$ cat src/rtl/i2c_byte_master.sv
`timescale 1ns/1ps
module i2c_byte_master #(
  parameter int AW = 4
) (
  input  logic          clk,
  input  logic          rst_n,
  input  logic [AW-1:0] reg_addr,
  input  logic          reg_we,
  input  logic [7:0]    reg_wdata,
  output logic [7:0]    reg_rdata,
  output logic          irq,
  input  logic          scl_i,
  output logic          scl_oe,
  input  logic          sda_i,
  output logic          sda_oe
);
  localparam logic [AW-1:0] A_PLO = AW'(0);
  localparam logic [AW-1:0] A_PHI = AW'(2);
  localparam logic [AW-1:0] A_CTL = AW'(4);
  localparam logic [AW-1:0] A_DAT = AW'(6);
  localparam logic [AW-1:0] A_CMD = AW'(8);

  typedef enum logic [1:0] {S_IDLE, S_START, S_BIT, S_STOP} st_t;

  st_t         st;
  logic [15:0] presc, cnt;
  logic        en, ie;
  logic [7:0]  txd, rxd, sh;
  logic [2:0]  step;
  logic [3:0]  bcnt;
  logic        c_sto, c_rd, c_wr, c_nack;
  logic        rxack, busy, al, ip;
  logic        scl_q, sda_q;
  logic        unused_bits;

  wire tip    = (st != S_IDLE);
  wire tick   = tip && (cnt == 16'd0);
  wire hold   = !scl_oe && !scl_i;
  wire adv    = tick && !hold;
  wire cmd_go = reg_we && (reg_addr == A_CMD) && en && !tip && (|reg_wdata[7:4]);
  assign unused_bits = ^reg_wdata[2:1];
  assign irq = ip;

  always_comb begin
    case (reg_addr)
      A_PLO:   reg_rdata = presc[7:0];
      A_PHI:   reg_rdata = presc[15:8];
      A_CTL:   reg_rdata = {en, ie, 6'd0};
      A_DAT:   reg_rdata = rxd;
      A_CMD:   reg_rdata = {rxack, busy, al, 3'd0, tip, ip};
      default: reg_rdata = 8'h00;
    endcase
  end

  always_ff @(posedge clk) begin
    if (!rst_n) begin
      st <= S_IDLE; presc <= 16'hFFFF; cnt <= 16'hFFFF;
      en <= 1'b0; ie <= 1'b0; txd <= 8'h00; rxd <= 8'h00; sh <= 8'h00;
      step <= 3'd0; bcnt <= 4'd0;
      c_sto <= 1'b0; c_rd <= 1'b0; c_wr <= 1'b0; c_nack <= 1'b0;
      rxack <= 1'b0; busy <= 1'b0; al <= 1'b0; ip <= 1'b0;
      scl_q <= 1'b1; sda_q <= 1'b1; scl_oe <= 1'b0; sda_oe <= 1'b0;
    end else begin
      scl_q <= scl_i;
      sda_q <= sda_i;
      if (scl_q && scl_i && sda_q && !sda_i)      busy <= 1'b1;
      else if (scl_q && scl_i && !sda_q && sda_i) busy <= 1'b0;

      if (reg_we) begin
        case (reg_addr)
          A_PLO: presc[7:0]  <= reg_wdata;
          A_PHI: presc[15:8] <= reg_wdata;
          A_CTL: begin en <= reg_wdata[7]; ie <= reg_wdata[6]; end
          A_DAT: txd <= reg_wdata;
          A_CMD: if (en && reg_wdata[0]) ip <= 1'b0;
          default: ;
        endcase
      end

      cnt <= (!tip || cnt == 16'd0) ? presc : cnt - 16'd1;

      if (!en) begin
        st <= S_IDLE; scl_oe <= 1'b0; sda_oe <= 1'b0;
      end else if (cmd_go) begin
        c_sto  <= reg_wdata[6];
        c_wr   <= reg_wdata[4];
        c_rd   <= reg_wdata[5] & ~reg_wdata[4];
        c_nack <= reg_wdata[3];
        al <= 1'b0; step <= 3'd0; bcnt <= 4'd0; sh <= txd;
        st <= reg_wdata[7] ? S_START : (|reg_wdata[5:4]) ? S_BIT : S_STOP;
      end else if (adv) begin
        step <= (step == 3'd4) ? 3'd0 : step + 3'd1;
        case (st)
          S_START: case (step)
            3'd0: sda_oe <= 1'b0;
            3'd1: scl_oe <= 1'b0;
            3'd2: sda_oe <= 1'b1;
            3'd4: begin
              scl_oe <= 1'b1;
              if (c_wr || c_rd) st <= S_BIT;
              else if (c_sto)   st <= S_STOP;
              else begin st <= S_IDLE; if (ie) ip <= 1'b1; end
            end
            default: ;
          endcase
          S_BIT: case (step)
            3'd0: sda_oe <= (bcnt == 4'd8) ? (c_rd & ~c_nack) : (c_wr & ~sh[7]);
            3'd2: scl_oe <= 1'b0;
            3'd3: begin
              if (bcnt == 4'd8) begin
                if (c_wr) rxack <= sda_i;
              end else if (c_wr && sh[7] && !sda_i) begin
                al <= 1'b1; scl_oe <= 1'b0; sda_oe <= 1'b0; st <= S_IDLE;
                if (ie) ip <= 1'b1;
              end else begin
                sh <= {sh[6:0], sda_i};
              end
            end
            3'd4: begin
              scl_oe <= 1'b1;
              if (bcnt == 4'd8) begin
                bcnt <= 4'd0;
                if (c_rd) rxd <= sh;
                if (c_sto) st <= S_STOP;
                else begin st <= S_IDLE; if (ie) ip <= 1'b1; end
              end else begin
                bcnt <= bcnt + 4'd1;
              end
            end
            default: ;
          endcase
          S_STOP: case (step)
            3'd0: scl_oe <= 1'b1;
            3'd1: sda_oe <= 1'b1;
            3'd2: scl_oe <= 1'b0;
            3'd3: sda_oe <= 1'b0;
            3'd4: begin st <= S_IDLE; if (ie) ip <= 1'b1; end
            default: ;
          endcase
          default: ;
        endcase
      end
    end
  end

  a_r3_lines_released: assert property (@(posedge clk) disable iff (!rst_n)
    !en |=> (!scl_oe && !sda_oe));
  a_r3_cmd_ignored: assert property (@(posedge clk) disable iff (!rst_n)
    (!en && reg_we && reg_addr == A_CMD) |=> !tip);
  a_r4_busy_after_start: assert property (@(posedge clk) disable iff (!rst_n)
    ($past(st) == S_START && st != S_START && $past(en)) |-> busy);
  a_r5_sda_moves_scl_low: assert property (@(posedge clk) disable iff (!rst_n)
    ($past(st) == S_BIT && $past(en) && !$stable(sda_oe)) |-> $past(scl_oe));
  a_r8_tip_on_accept: assert property (@(posedge clk) disable iff (!rst_n)
    (en && reg_we && reg_addr == A_CMD && !tip && reg_wdata[4]) |=> tip);
  a_r9_ip_on_done: assert property (@(posedge clk) disable iff (!rst_n)
    ($fell(tip) && $past(ie) && $past(en)) |-> ip);
  a_r11_al_release: assert property (@(posedge clk) disable iff (!rst_n)
    $rose(al) |-> (!scl_oe && !sda_oe && !tip));
endmodule

$ cat config.mk
export PLATFORM = sky130hd
export DESIGN_NAME = i2c_byte_master
export DESIGN_NICKNAME = d
export VERILOG_FILES = /design/src/rtl/i2c_byte_master.sv
export SDC_FILE = /design/constraint.sdc
export NUM_CORES = 1
export LEC_CHECK = 0
export ABC_AREA = 1
export CORE_ASPECT_RATIO = 2
export CORE_UTILIZATION = 55
export CTS_BUF_LIST = sky130_fd_sc_hd__clkbuf_8
export DETAILED_ROUTE_END_ITERATION = 12
export PLACE_DENSITY = 0.83
export SLEW_MARGIN = 10
export SYNTH_ARGS = -nofsm -noshare
export SYNTH_HDL_FRONTEND = slang
export SYNTH_SLANG_ARGS = --single-unit
$ cat constraint.sdc
create_clock -name clk -period 3.1 [get_ports clk]
set_input_delay 0.62 -clock clk [delete_from_list [all_inputs] [get_ports clk]]
set_output_delay 0.62 -clock clk [all_outputs]
set_load 0.02 [all_outputs]
; ---- Word level (Yosys, flattened, before mapping)
; Index checks and enable logic that the tools add are counted.
[op_classes]
addsub = 3
n_eq_ne = 28
n_mux = 64
bitwise = 7
n_reduce_logical = 52
[op_table]
columns = cell, count
row1 = $mux 8, 6
row2 = $pmux 8 s5, 1
row3 = $mux 1, 26
row4 = $reduce_and 8->1, 3
row5 = $ne 3x3->1 const B, 7
row6 = $mux 2, 10
row7 = $mux 4, 5
row8 = $ne 4x4->1 const B, 5
row9 = $logic_not 16->1, 1
row10 = $mux 16, 1
row11 = $sub 16x1->16 const B, 1
row12 = $logic_and 1x1->1, 15
row13 = $reduce_and 2->1, 7
row14 = $reduce_and 7->1, 2
row15 = $reduce_bool 2->1, 7
row16 = $pmux 1 s2, 6
row17 = $pmux 1 s3, 4
row18 = $reduce_and 6->1, 2
row19 = $mux 3, 3
row20 = $eq 4x3->1 const B, 2
row21 = $eq 4x4->1 const B, 2
row22 = $eq 3x2->1 const B, 2
row23 = $logic_not 1->1, 6
row24 = $ne 3x1->1 const B, 2
row25 = 20 further kinds, 28
[word_totals]
reg_bits = 79
in_bits = 17
out_inout_bits = 11
wordCells = 177

; ---- Logic depth before layout (Yosys ltp)
[logic_depth]
word_depth = 12
mapped_depth = 13
mapped_depth_nobuf = 12

; ---- Least setup slack after synthesis
; No wires, ideal clock.
[synth_path]
kind = input -> output
start = in reg_addr[2]
end = out reg_rdata[1]
arrival_ps = 1486
required_ps = 2480
setup_slack_ps = 994
path_stages = 7
path_buffers = 1
path_cell_list = inv_1 nor2_1 nand2_1 clkinv_1 clkbuf_1 nand2_1 o2111ai_1
[synth_via]
elab_chain_cells = 2
elab_cells_between_ends = 6
classes_between = eq/ne (4) / mux (1) / reduce/logical (1)
[synth_lines]
columns = element, line
row1 = from (decl), 7  ; input logic [AW-1:0] reg_addr,
row2 = "$eq 4x4->1, or another cell as far along", 45  ; case (reg_addr)
row3 = $pmux 8 s5 *, 45
row4 = to (decl), 10  ; output logic [7:0] reg_rdata,
; Mark *: on every way between the ends. The rest lies on a longest branch, timed or not.

; ---- Final worst setup path
[layout_path]
start = in reg_addr[1]
end = out reg_rdata[5]
; The elaborated chain is that of the path after synthesis.

==> results.toml <==
[outcome]
status = "finished clean"

[placement]
routabilityCongestion = 0.985
dp.cells = 742
dp_hpwl_mm = 8.89
place.port_buffers = 27

[layout]
fin_nets = 687
final_common_cell = "nand2_1"
stdcell_count = 757
final_cell_mix = "176 x nand2_1, 90 x nor2_1, 79 x dfxtp_1"
area_growth_pct = 13.8
fillers = 674
layout-drive-gt1-share_pct = 7.82
antenna_cells = 0

[routing]
routed_wl_mm = 11.6
drt_iter0_markers = 225
firstDrtPassIters = 5
drt-vias-per-instance = 5.50
num_vias = 4165
drc = 0
final_antenna_net_count = 0
wl_per_cell_um = 15.4

[synthesis]
synth_edf_count = 0
ys_seq_elements = 79
netlist_area_um2 = 4200
async_flop_share_pct = 0
synth_top_flop_cell = "dfxtp_1"
avgSynthCellArea_um2 = 6.65
ys_warn_count = 0
syn_inst = 631
synth_cell_type_count = 42
yosysSeqAreaShare_pct = 37.7
synth_nets = 657

[worst_setup_path]
crit_buf_inv = 4
r2r_slack_ns = 1.00
crit_path_top_delay_cell = "clkdlybuf4s50_1"
slowest_delay_ns = 0.64
required_ns = 2.48
crit_family = "buffers and inverters"
start_kind = "input port"
rr_startpoint = "cnt[0]"
rr_worst_depth = 8
crit_chain = "clkdlybuf4s50_1, inv_1, nor2_1, nand2_1, inv_2, nand2_1, o2111ai_1, clkdlybuf4s50_1"
cp-end-kind = "primary output"
critical_path_arrival_ns = 2.32
path_class = "input port to primary output"
cp_max_fo = 8
path_depth = 8
r2r-end = "cnt[9]"

[floorplan]
die_area_um2 = 8010
rows = 44
core_um2 = 7320
initial_core_util_pct = 57.3
die_h_um = 126
ios = 28
die_w_um = 63.8

[timing]
rsz0062_at_grt = "no"
totalNegativeSetupSlack_ns = 0
finalCritPeriodShare_pct = 94.9
fmax_mhz = 340
fin_skew_ns = 0.00864
slew_headroom_pct = 62.2
whs_ns = 0.464
finalSetupViolations = 0
hold_violations = 0
tightest_slew_ns = 0.565
report.final.slew_viol_count = 0
min_period_ns = 2.94

[clock_tree]
numCtsBuffers = 9
htreeDepth = 3
clk_pin_slew_worst_paths_ns = 0.07
cts_sinks = 79
worstSkewPairLatency_ns = 0.36
cts_tree = "done"
clock_path_buffers = 2
root_buffer = "clkbuf_8"

[power_and_ir_drop]
peakVddDrop_v = 0.000314
intPower_w = 0.00143
p_clk_share_pct = 38.3
leakage_nw = 2.17
powerDensity_nw_per_um2 = 395
p_sw_w = 0.000461
p_seq_share_pct = 54.9
switching_share_pct = 24.4
combPwrFrac_pct = 6.8

[min_path]
holdPathStages = 2
hp-class = "flop to flop"
worstHoldStart = "txd[5]"
holdPathEnd = "txd[5]"

[flow_run]
drv_cap = 0

[grt]
grt_pass1_wl_mm = 19.1
groute.usage.overall_pct = 31.2
antenna_found_initial = 0
grt_pass1_vias = 4096
grt_max_degree = 47
grt-ovfl-total = 0
==> routing by layer <==
metal,track usage [%],up-vias,routed length [µm]
met1,31.6,1894,4270
met5,0,-,0
met3,4.38,45,459
met4,21.3,0,642
met2,56.8,131,6270
li1,-,2095,-
==> cell type report <==
type	instances	area (µm²)	area share, %
timing repair buffer	39	378	7.91
tap	92	115	2.41
multi-input combinational	468	2280	47.7
clock buffer	12	165	3.46
sequential	79	1580	33.1
clock inverter	3	18.8	0.393
inverter	64	240	5.03
==> logic make-up (layout without fill, tap and decap cells) <==
group | count (synthesis) | after routing | share of synthesized area (%)
adder cells (fa/ha/maj) | 9 | 9 | 2.68
XOR/XNOR | 13 | 13 | 2.71
buffers and inverters | 84 | 118 | 8.10
AND/OR/NAND/NOR | 348 | 348 | 35.7
AO/OA/AOI/OAI | 98 | 98 | 13.2
flip-flops | 79 | 79 | 37.7
==> registers in the layout (all words and copies together), names as in the netlist, 2 cells and up <==
signal,cells
rxd,8
presc,16
bcnt,4
txd,8
step,3
cnt,16
st,2
sh,8
==> synth_stat cells, drive strengths merged, types with 6 or more instances <==
master	instances	area [µm²]
clkbuf	12	46.3
nand4	10	68.8
ha	9	113
nand2	181	707
buf	8	53.8
dfxtp	79	1580
nor3	8	56.3
nor2	100	403
o211ai	10	75.1
xnor2	7	61.3
xor2	6	52.6
nand3	46	243
inv	63	236
a21oi	43	219
o21ai	34	174
==> power by group through the flow <==
stage          combinational, W  clock [W]  sequential [W]
6_report               0.000127   0.000723         0.00104
5_1_grt                0.000139   0.000776         0.00104
4_1_cts                0.000127   0.000730         0.00103
3_5_place_dp           0.000127          0         0.00106
3_3_place_gp           0.000124          0         0.00106
2_1_floorplan         0.0000638          0         0.00106
==> worst max path at each step <==
stage                         endpoint         from  slack [ns]
after global routing      reg_rdata[5]  reg_addr[1]        0.05
after CTS                 reg_rdata[4]  reg_addr[2]        0.04
after detailed placement  reg_rdata[4]  reg_addr[2]        0.05
after floorplan           reg_rdata[1]  reg_addr[2]        0.99
final                     reg_rdata[5]  reg_addr[1]        0.16
after global placement    reg_rdata[7]  reg_addr[1]        0.06
==> what timing repair did <==
item,in CTS,in global routing
buffers inserted,0,0
hold buffers,0,0
setup endpoints to repair,0,8
resized for setup,0,10
==> through the flow <==
stage / worst slack [ns] / instance area, µm² / total power, W / util [%]
floorplan: 0.994 / 4200 / 0.00112 / -
global placement: 0.0570 / 4570 / 0.00118 / 62.5
detailed placement: 0.0543 / 4570 / 0.00119 / 62.5
CTS: 0.0449 / 4760 / 0.00189 / 65.0
global route: 0.0529 / 4780 / 0.00195 / 65.3
finish: 0.157 / 4780 / 0.00189 / 65.3
==> worst reg2reg max path, delay by kind of cell (launching register included) <==
family,cells,cell delay [ns]
buffers and inverters,2,0.37
AO/OA/AOI/OAI,3,0.87
AND/OR/NAND/NOR,2,0.15
flip-flops,1,0.34
adder cells (fa/ha/maj),1,0.25
(Power assumes the default switching activity.)
